## config.mk

```make
export PLATFORM = sky130hd
export DESIGN_NAME = mbox_seq
export DESIGN_NICKNAME = d
export VERILOG_FILES = /design/src/rtl/mbox_pkg.sv /design/src/rtl/mbox_ctrl.sv /design/src/rtl/mbox_dp.sv /design/src/rtl/mbox_seq.sv
export SDC_FILE = /design/constraint.sdc
export NUM_CORES = 1
export LEC_CHECK = 0
export BUFFER_PORTS_ARGS = -buffer_cell sky130_fd_sc_hd__buf_2
export CAP_MARGIN = 10
export CORE_ASPECT_RATIO = 0.8
export CORE_MARGIN = 5
export CORE_UTILIZATION = 56
export DETAILED_ROUTE_END_ITERATION = 8
export GPL_ROUTABILITY_DRIVEN = 0
export PLACE_DENSITY = 0.85
export SETUP_SLACK_MARGIN = 0.15
export SLEW_MARGIN = 20
export SYNTH_ARGS = -nofsm -noshare
export SYNTH_HDL_FRONTEND = slang
export SYNTH_SLANG_ARGS = --single-unit
```

## constraint.sdc

```tcl
create_clock -name clk -period 5 [get_ports clk]
set_input_delay 1 -clock clk [delete_from_list [all_inputs] [get_ports clk]]
set_output_delay 1 -clock clk [all_outputs]
set_load 0.01 [all_outputs]
```

## src/rtl/mbox_pkg.sv

```systemverilog
package mbox_pkg;
  typedef enum logic [3:0] {
    S_IDLE, S_POLL, S_GAP, S_CLR, S_PAR, S_ID, S_ACKF, S_REPLY, S_DONE
  } state_t;

  typedef enum logic [1:0] {PH_PRE, PH_POST, PH_EXTRA} phase_t;

  typedef enum logic [1:0] {WD_ZERO, WD_OK, WD_PARAM, WD_MSG} wsel_t;

  typedef struct packed {
    logic  capture;
    logic  badId;
    logic  loadGap;
    logic  tickGap;
    logic  clrRetry;
    logic  incRetry;
    logic  capResp;
    logic  capReply;
    wsel_t wdSel;
  } strobe_t;

  localparam logic [1:0] ADDR_RESP  = 2'd0;
  localparam logic [1:0] ADDR_PARAM = 2'd1;
  localparam logic [1:0] ADDR_MSG   = 2'd2;

  localparam logic [7:0] RESP_OK      = 8'h01;
  localparam logic [7:0] RESP_FAIL    = 8'hFF;
  localparam logic [7:0] RESP_UNKNOWN = 8'hFE;

  localparam int MSG_ID_LAST = 29;
endpackage

```

## src/rtl/mbox_ctrl.sv

```systemverilog
module mbox_ctrl
  import mbox_pkg::*;
#(
  parameter int MSG_W = 8
) (
  input  logic             clk,
  input  logic             rstN,
  input  logic             reqValid,
  input  logic [MSG_W-1:0] reqId,
  input  logic             noTimeout,
  input  logic             busAck,
  input  logic             rdNonZero,
  input  logic             rdIsFail,
  input  logic             gapDone,
  input  logic             retryLast,
  output strobe_t          stb,
  output logic             busReq,
  output logic             busWrite,
  output logic [1:0]       busSel,
  output logic             reqReady,
  output logic             doneOut
);
  state_t state, stateNxt;
  phase_t phase, phaseNxt;
  logic   idBad;

  assign idBad = (reqId == '0) || (reqId > MSG_W'(MSG_ID_LAST));

  always_comb begin
    stb      = '0;
    busReq   = 1'b0;
    busWrite = 1'b0;
    busSel   = ADDR_RESP;
    stateNxt = state;
    phaseNxt = phase;
    case (state)
      S_IDLE: if (reqValid) begin
        stb.capture  = 1'b1;
        stb.clrRetry = 1'b1;
        if (idBad) begin
          stb.badId = 1'b1;
          stateNxt  = S_DONE;
        end else begin
          phaseNxt = PH_PRE;
          stateNxt = S_POLL;
        end
      end
      S_POLL: begin
        busReq = 1'b1;
        busSel = ADDR_RESP;
        if (busAck) begin
          stb.capResp = 1'b1;
          if (rdNonZero) begin
            if (phase == PH_PRE) stateNxt = S_CLR;
            else if (rdIsFail)   stateNxt = S_ACKF;
            else                 stateNxt = S_REPLY;
          end else if (retryLast && !noTimeout) begin
            case (phase)
              PH_PRE:  stateNxt = S_DONE;
              PH_POST: begin
                phaseNxt     = PH_EXTRA;
                stb.clrRetry = 1'b1;
                stateNxt     = S_POLL;
              end
              default: stateNxt = S_REPLY;
            endcase
          end else begin
            stb.loadGap = 1'b1;
            stateNxt    = S_GAP;
          end
        end
      end
      S_GAP: begin
        stb.tickGap = 1'b1;
        if (gapDone) begin
          stb.incRetry = 1'b1;
          stateNxt     = S_POLL;
        end
      end
      S_CLR: begin
        busReq = 1'b1; busWrite = 1'b1; busSel = ADDR_RESP; stb.wdSel = WD_ZERO;
        if (busAck) stateNxt = S_PAR;
      end
      S_PAR: begin
        busReq = 1'b1; busWrite = 1'b1; busSel = ADDR_PARAM; stb.wdSel = WD_PARAM;
        if (busAck) stateNxt = S_ID;
      end
      S_ID: begin
        busReq = 1'b1; busWrite = 1'b1; busSel = ADDR_MSG; stb.wdSel = WD_MSG;
        if (busAck) begin
          stb.clrRetry = 1'b1;
          phaseNxt     = PH_POST;
          stateNxt     = S_POLL;
        end
      end
      S_ACKF: begin
        busReq = 1'b1; busWrite = 1'b1; busSel = ADDR_RESP; stb.wdSel = WD_OK;
        if (busAck) stateNxt = S_DONE;
      end
      S_REPLY: begin
        busReq = 1'b1; busSel = ADDR_PARAM;
        if (busAck) begin
          stb.capReply = 1'b1;
          stateNxt     = S_DONE;
        end
      end
      S_DONE:  stateNxt = S_IDLE;
      default: stateNxt = S_IDLE;
    endcase
  end

  always_ff @(posedge clk) begin
    if (!rstN) begin
      state <= S_IDLE;
      phase <= PH_PRE;
    end else begin
      state <= stateNxt;
      phase <= phaseNxt;
    end
  end

  assign reqReady = (state == S_IDLE);
  assign doneOut  = (state == S_DONE);

  // done is a single-cycle pulse followed by idle
  a_r1_done_pulse: assert property (@(posedge clk) disable iff (!rstN)
    doneOut |=> !doneOut && reqReady);

  // a bus request holds its address and direction until acknowledged
  a_r5_bus_hold: assert property (@(posedge clk) disable iff (!rstN)
    (busReq && !busAck) |=> busReq && $stable(busSel) && $stable(busWrite));
endmodule

```

## src/rtl/mbox_dp.sv

```systemverilog
module mbox_dp
  import mbox_pkg::*;
#(
  parameter int DATA_W   = 32,
  parameter int MSG_W    = 8,
  parameter int CPU_W    = 8,
  parameter int RETRIES  = 2000000,
  parameter int DELAY_US = 10
) (
  input  logic              clk,
  input  logic              rstN,
  input  strobe_t           stb,
  input  logic [MSG_W-1:0]  reqId,
  input  logic [DATA_W-1:0] reqParam,
  input  logic [CPU_W-1:0]  cyclesPerUs,
  input  logic [DATA_W-1:0] busRdata,
  output logic              rdNonZero,
  output logic              rdIsFail,
  output logic              gapDone,
  output logic              retryLast,
  output logic [DATA_W-1:0] busWdata,
  output logic [7:0]        statusOut,
  output logic [DATA_W-1:0] replyOut
);
  localparam int GAP_W = CPU_W + $clog2(DELAY_US + 1);
  localparam int RTY_W = $clog2(RETRIES + 1);

  logic [MSG_W-1:0]  msgReg;
  logic [DATA_W-1:0] paramReg;
  logic [7:0]        respReg;
  logic [DATA_W-1:0] replyReg;
  logic [GAP_W-1:0]  gapCnt;
  logic [GAP_W-1:0]  gapLoad;
  logic [RTY_W-1:0]  retryCnt;

  assign gapLoad   = GAP_W'(DELAY_US) * GAP_W'(cyclesPerUs);
  assign rdNonZero = |busRdata;
  assign rdIsFail  = (busRdata == DATA_W'(RESP_FAIL));
  assign gapDone   = (gapCnt <= GAP_W'(1));
  assign retryLast = (retryCnt == RTY_W'(RETRIES));

  always_comb begin
    case (stb.wdSel)
      WD_ZERO:  busWdata = '0;
      WD_OK:    busWdata = DATA_W'(RESP_OK);
      WD_PARAM: busWdata = paramReg;
      default:  busWdata = DATA_W'(msgReg);
    endcase
  end

  always_ff @(posedge clk) begin
    if (!rstN) begin
      msgReg   <= '0;
      paramReg <= '0;
      respReg  <= '0;
      replyReg <= '0;
    end else begin
      if (stb.capture) begin
        msgReg   <= reqId;
        paramReg <= reqParam;
        replyReg <= '0;
      end
      if (stb.badId)    respReg  <= RESP_UNKNOWN;
      if (stb.capResp)  respReg  <= busRdata[7:0];
      if (stb.capReply) replyReg <= busRdata;
    end
  end

  always_ff @(posedge clk) begin
    if (!rstN) begin
      gapCnt   <= '0;
      retryCnt <= '0;
    end else begin
      if (stb.loadGap)                 gapCnt <= gapLoad;
      else if (stb.tickGap && !gapDone) gapCnt <= gapCnt - GAP_W'(1);
      if (stb.clrRetry)                retryCnt <= '0;
      else if (stb.incRetry && !retryLast) retryCnt <= retryCnt + RTY_W'(1);
    end
  end

  assign statusOut = respReg;
  assign replyOut  = replyReg;

  // the per-pass read counter never passes the retry bound
  a_r4_retry_bound: assert property (@(posedge clk) disable iff (!rstN)
    retryCnt <= RTY_W'(RETRIES));
endmodule

```

## src/rtl/mbox_seq.sv

```systemverilog
module mbox_seq
  import mbox_pkg::*;
#(
  parameter int DATA_W   = 32,
  parameter int MSG_W    = 8,
  parameter int CPU_W    = 8,
  parameter int RETRIES  = 2000000,
  parameter int DELAY_US = 10
) (
  input  logic              clk,
  input  logic              rstN,
  input  logic              reqValid,
  output logic              reqReady,
  input  logic [MSG_W-1:0]  reqId,
  input  logic [DATA_W-1:0] reqParam,
  input  logic [CPU_W-1:0]  cyclesPerUs,
  input  logic              noTimeout,
  output logic              doneOut,
  output logic [7:0]        statusOut,
  output logic [DATA_W-1:0] replyOut,
  output logic              busReq,
  output logic              busWrite,
  output logic [1:0]        busAddr,
  output logic [DATA_W-1:0] busWdata,
  input  logic              busAck,
  input  logic [DATA_W-1:0] busRdata
);
  strobe_t stb;
  logic    rdNonZero, rdIsFail, gapDone, retryLast;

  mbox_ctrl #(.MSG_W(MSG_W)) u_ctrl (
    .clk(clk), .rstN(rstN), .reqValid(reqValid), .reqId(reqId),
    .noTimeout(noTimeout), .busAck(busAck), .rdNonZero(rdNonZero),
    .rdIsFail(rdIsFail), .gapDone(gapDone), .retryLast(retryLast),
    .stb(stb), .busReq(busReq), .busWrite(busWrite), .busSel(busAddr),
    .reqReady(reqReady), .doneOut(doneOut)
  );

  mbox_dp #(
    .DATA_W(DATA_W), .MSG_W(MSG_W), .CPU_W(CPU_W),
    .RETRIES(RETRIES), .DELAY_US(DELAY_US)
  ) u_dp (
    .clk(clk), .rstN(rstN), .stb(stb), .reqId(reqId), .reqParam(reqParam),
    .cyclesPerUs(cyclesPerUs), .busRdata(busRdata), .rdNonZero(rdNonZero),
    .rdIsFail(rdIsFail), .gapDone(gapDone), .retryLast(retryLast),
    .busWdata(busWdata), .statusOut(statusOut), .replyOut(replyOut)
  );

  // an out-of-range ID completes next cycle with 0xFE and no bus access
  a_r2_bad_id: assert property (@(posedge clk) disable iff (!rstN)
    (reqValid && reqReady && (reqId == '0 || reqId > MSG_W'(MSG_ID_LAST)))
      |=> doneOut && !busReq && statusOut == RESP_UNKNOWN);

  // the OK write-back to the response word only follows a failure code
  a_r9_fail_writeback: assert property (@(posedge clk) disable iff (!rstN)
    (busReq && busWrite && busAddr == ADDR_RESP && busWdata == DATA_W'(RESP_OK))
      |-> statusOut == RESP_FAIL);

  // the message-ID write directly follows the acknowledged parameter write
  a_r5_id_after_param: assert property (@(posedge clk) disable iff (!rstN)
    (busReq && busWrite && busAddr == ADDR_MSG && !$past(busReq && busAddr == ADDR_MSG))
      |-> $past(busReq && busWrite && busAddr == ADDR_PARAM && busAck));
endmodule

```

# == Word-level counts from Yosys, hierarchy flattened ==
# Cells that the tools add are included.
# word_totals
ff_bits,119
in_bits,85
out_inout_bits,78
elab_cells,115
# op_classes
add_sub_neg,2
mul,1
n_lt_le_gt_ge,2
eq_ne,24
muxes,52
n_bitwise,1
n_reduce_logical,24
# op_table
cell,count
$pmux 32 s3,1
$mux 32,2
$mux 4,11
$eq 32x8->1 const B,1
$reduce_or 32->1,1
$pmux 4 s7,1
$mux 12,2
$add 21x1->21 const B,1
$eq 21x21->1 const B,1
$mux 1,19
$mux 2,9
$eq 4x3->1 const B,4
$mux 8,2
$ne 2x2->1 const B,8
$le 12x1->1 const B,1
$pmux 2 s3,2
$sub 12x1->12 const B,1
$mul 3x8->11 const A,1
$eq 4x2->1 const B,2
$gt 8x5->1 const B,1
$logic_not 8->1,1
$pmux 4 s2,1
$reduce_and 8->1,1
$reduce_or 2->1,4
other kinds (18),28

# == Depth between registers and ports, before layout ==
# depth
depth_word,7
depth_mapped,9
depth_no_buf,9

# == Hierarchy ==
# From an unflattened synthesis, not the netlist that was laid out.
# unflattened
hier_cells,674
area_unflattened_um2,6023.3
# by_module_without_submodules
module,instances,cells_each,area_each_um2,seq_area_each_um2
mbox_dp,1,588,5411.4,2262.2
mbox_ctrl,1,86,611.8,120.1

# == Worst setup path after synthesis ==
# No wires, ideal clock.
# synth_timing
path_type,input-to-reg
from,input cyclesPerUs[1]
to,register u_dp.gapCnt[10]
setup_ns,0.116
t_arrival_ns,2.642
t_required_ns,4.884
slack_ns,2.242
cell_stages,9
n_path_buf,0
path_cell_list,ha_1 ha_1 fa_1 nand3_1 nand2_1 a21o_1 a21oi_1 xnor2_1 o211a_1
# synth_via
elab_chain_cells,2
# synth_rtl
element,line_no,rtl
"start, declared",mbox_seq.sv:16,"input logic [CPU_W-1:0] cyclesPerUs,"
$mul 3x8->11,mbox_dp.sv:36,assign gapLoad = GAP_W'(DELAY_US) * GAP_W'(cyclesPerUs);
$mux 12,mbox_dp.sv:74,if (stb.loadGap) gapCnt <= gapLoad;
"end signal, assigned",mbox_dp.sv:74,
"end signal, assigned",mbox_dp.sv:75,else if (stb.tickGap && !gapDone) gapCnt <= gapCnt - GAP_W'(1);
"end, declared",mbox_dp.sv:32,logic [GAP_W-1:0] gapCnt;
# No other way between the ends.
# A chain may end at the register's enable or synchronous reset.

# == Final worst setup path ==
# layout_timing
from,register u_ctrl.state[2]
to,output busWdata[2]
# layout_via
elab_chain_cells,4
word_cells_on_any_way,8
cone_classes,5 x eq/ne; 2 x mux; 1 x reduce/logical
# layout_rtl
element,line_no,rtl
"start, declared",mbox_ctrl.sv:23,"state_t state, stateNxt;"
"start signal, assigned",mbox_ctrl.sv:117,state <= stateNxt;
$eq 4x3->1,mbox_ctrl.sv:36,case (state)
$pmux 2 s3 *,mbox_ctrl.sv:36,
$eq 2x2->1 (tied with other cells),mbox_dp.sv:43,case (stb.wdSel)
$pmux 32 s3 *,mbox_dp.sv:43,
"end, declared",mbox_seq.sv:24,"output logic [DATA_W-1:0] busWdata,"
# Every way passes the cells marked *; elsewhere a longest branch is shown, timed or not.

==> results.py <==
metrics = {
    "run_status": {
        "outcome": "finished clean",
    },
    "detailed_routing": {
        "vias": 5516,
        "viasPerCell": 5.69,
        "route.detailed.drc": 0,
        "wirelength_um": 15800,
        "wl_per_cell_um": 16.3,
        "drt_iter0_drc": 436,
        "dr.pass1.iters": 9,
        "postRouteAntennaNets": 0,
    },
    "synthesis": {
        "avgSynthCellArea_um2": 8.38,
        "netlist_top_cells_area": "dfxtp_1, nand2_1, nor2_1, a21oi_1, xnor2_1",
        "yosysTopAreaCell": "dfxtp_1",
        "async_reset_ff_share_pct": 0,
        "yosysWarnings": 0,
        "syn_area_mm2": 0.00563,
        "yosysUniqueCellTypes": 63,
        "postSynthCellCount": 671,
        "synth.most_common_cell": "dfxtp_1",
        "synth_enable_flop_cells": 0,
        "yosys_most_used_dff": "dfxtp_1",
        "synth-seq-area-share_pct": 42.3,
        "yosys.area.top_type_share_pct": 42.3,
        "synth_nets": 773,
        "synth_common_cells": "dfxtp_1, nand2_1, nor2_1",
        "synth-seq-cells": 119,
    },
    "sta": {
        "final_max_slew_viol_count": 0,
        "rsz0062_at_grt": "false",
        "tightest_slew_ns": 0.892,
        "fmax_ghz": 0.288,
        "hold_viol_final": 0,
        "max_slew_margin_pct": 40.3,
        "fin_crit_sh_pct": 69.4,
        "finalSetupViolCount": 0,
        "tns_ns": 0,
        "period_needed_ns": 3.47,
        "skew_ns": 0.00835,
    },
    "setup_path": {
        "endpoint_kind": "output pin",
        "required_ns": 4.00,
        "crit_type": "reg -> out",
        "setup.worst_path.start_class": "flip-flop",
        "cp_max_fo": 13,
        "arrival_ns": 2.47,
        "r2r_cells": 8,
        "ff2ff_setup_slack_ns": 2.44,
    },
    "clock_tree": {
        "ctsHoldBuffers": 0,
        "path_clk_slew_ns": 0.05,
        "clkLatencyLatePin_ns": 0.41,
        "post-cts-setup-buffers": 0,
        "cts_tree": "yes",
        "root_buffer": "clkbuf_16",
        "clock-sinks": 119,
        "htree_levels": 4,
        "cts_made_buffers": 17,
        "post_cts_resized": 0,
        "cts_buffer_depth": 2,
    },
    "power_and_ir_drop": {
        "cellPowerDensity_mw_per_mm2": 355,
        "leakagePower_uw": 0.00297,
        "ir_drop_v": 0.000226,
        "finalPower_uw": 2510,
    },
    "global_route": {
        "grt_max_degree": 59,
        "grt_pass1_wl_um": 25300,
        "antenna_found_initial": 0,
        "met2_usage_pct": 43.7,
        "busiest_layer": "met2",
        "grt_usage_pct": 25.6,
        "gr-usage-met3_pct": 6.65,
        "grt_pass1_vias": 5465,
        "grt_overflow_total": 0,
        "grt_use_met1_pct": 31.1,
    },
    "layout": {
        "syn2layout_area_growth_pct": 25.8,
        "insertedDiodeCount": 0,
        "fin_cells": 969,
        "drive_gt1_share_pct": 26.9,
        "final_nets": 922,
    },
    "placed_design": {
        "dp_cells": 937,
        "hpwl_um": 11000,
        "numPortBuffers": 162,
    },
    "worst_hold_path": {
        "hold_path_class": "reg -> reg",
        "hold_depth": 2,
    },
    "floorplan": {
        "start_util_pct": 57.8,
        "ios": 163,
        "die_h_um": 99.6,
        "std_cell_rows": 32,
        "die_w_um": 122,
        "die-area_mm2": 0.0122,
        "core_mm2": 0.00973,
    },
    "flow_run": {
        "maxCapViolCount": 0,
    },
}
[metrics by stage]
| step | area [um^2] | utilization (%) | setup slack, ns | hold slack, ns |
|---|---|---|---|---|
| after floorplan | 5630 | - | 2.24 | 0.432 |
| after global placement | 6480 | 66.7 | 2.01 | 0.437 |
| after detailed placement | 6480 | 66.7 | 1.88 | 0.445 |
| after CTS | 7070 | 72.7 | 1.56 | 0.453 |
| after global routing | 7080 | 72.8 | 1.41 | 0.467 |
| final | 7080 | 72.8 | 1.53 | 0.452 |
[registers in the layout, indices dropped and copies added (netlist names)]
signal          cells
u_dp.paramReg      32
u_dp.msgReg         8
u_dp.statusOut      8
u_ctrl.state        4
u_dp.retryCnt      21
u_ctrl.phase        2
u_dp.gapCnt        12
u_dp.replyOut      32
[cells by family after synthesis]
family | Yosys count | synth area share, %
compound gates | 149 | 18.2
xor+xnor | 34 | 5.29
fa+ha+maj | 17 | 3.91
buf+inv | 52 | 3.98
flops | 119 | 42.3
mux | 2 | 0.356
simple gates | 298 | 25.9
[area by class of cell]
class                      instances  area, um^2
clock inverter                    13         146
clock buffer                      19         443
timing repair buffer             168         856
inverter                          14        52.6
sequential                       119        2380
fill                             701        2650
multi-input combinational        500        3030
tap                              136         170
[routing by layer]
layer / up-vias / share of wire [%]
li1: 2657 / -
met1: 2575 / 41
met2: 248 / 49
met3: 36 / 7.9
met4: 0 / 2.0
met5: - / 0
[path summary, 6_finish.rpt]
| path | from | to |
|---|---|---|
| max | u_ctrl.state[2]$_SDFFE_PN0P_ | busWdata[2] |
| min | u_dp.paramReg[29]$_SDFFE_PN0P_ | u_dp.paramReg[29]$_SDFFE_PN0P_ |
| min reg2reg | u_dp.paramReg[29]$_SDFFE_PN0P_ | u_dp.paramReg[29]$_SDFFE_PN0P_ |
| max reg2reg | u_ctrl.state[0]$_SDFFE_PN0P_ | u_dp.retryCnt[17]$_SDFFE_PP0P_ |
[power by group]
part / switching (uW) / internal [uW]
logic: 178 / 109
clock network: 448 / 752
registers: 32.2 / 993
total: 658 / 1850
[cell usage in the layout, fill, tap and decap left out, drive strengths merged, types with 3 or more instances in the layout]
master	instances
a211oi	5
a21boi	3
a21oi	55
a22o	7
a22oi	32
a31oi	4
and2	26
and3	4
buf	168
clkbuf	19
clkinv	6
dfxtp	119
ha	16
inv	17
nand2	102
nand2b	3
nand3	12
nand4	11
nor2	87
nor2b	3
nor3	15
nor3b	3
nor4	14
nor4b	3
o211a	3
o211ai	5
o21ai	13
o221a	7
or2	3
or3	4
or4	3
xnor2	31
xor2	3
[critical path, cell delays in order, from the launching register on]
cell and delay (ns):
dfxtp_1 0.62, nand2b_1 0.25, nor3b_2 0.77, a22o_1 0.28, buf_2 0.14
Power figures use the tool's default switching activity.
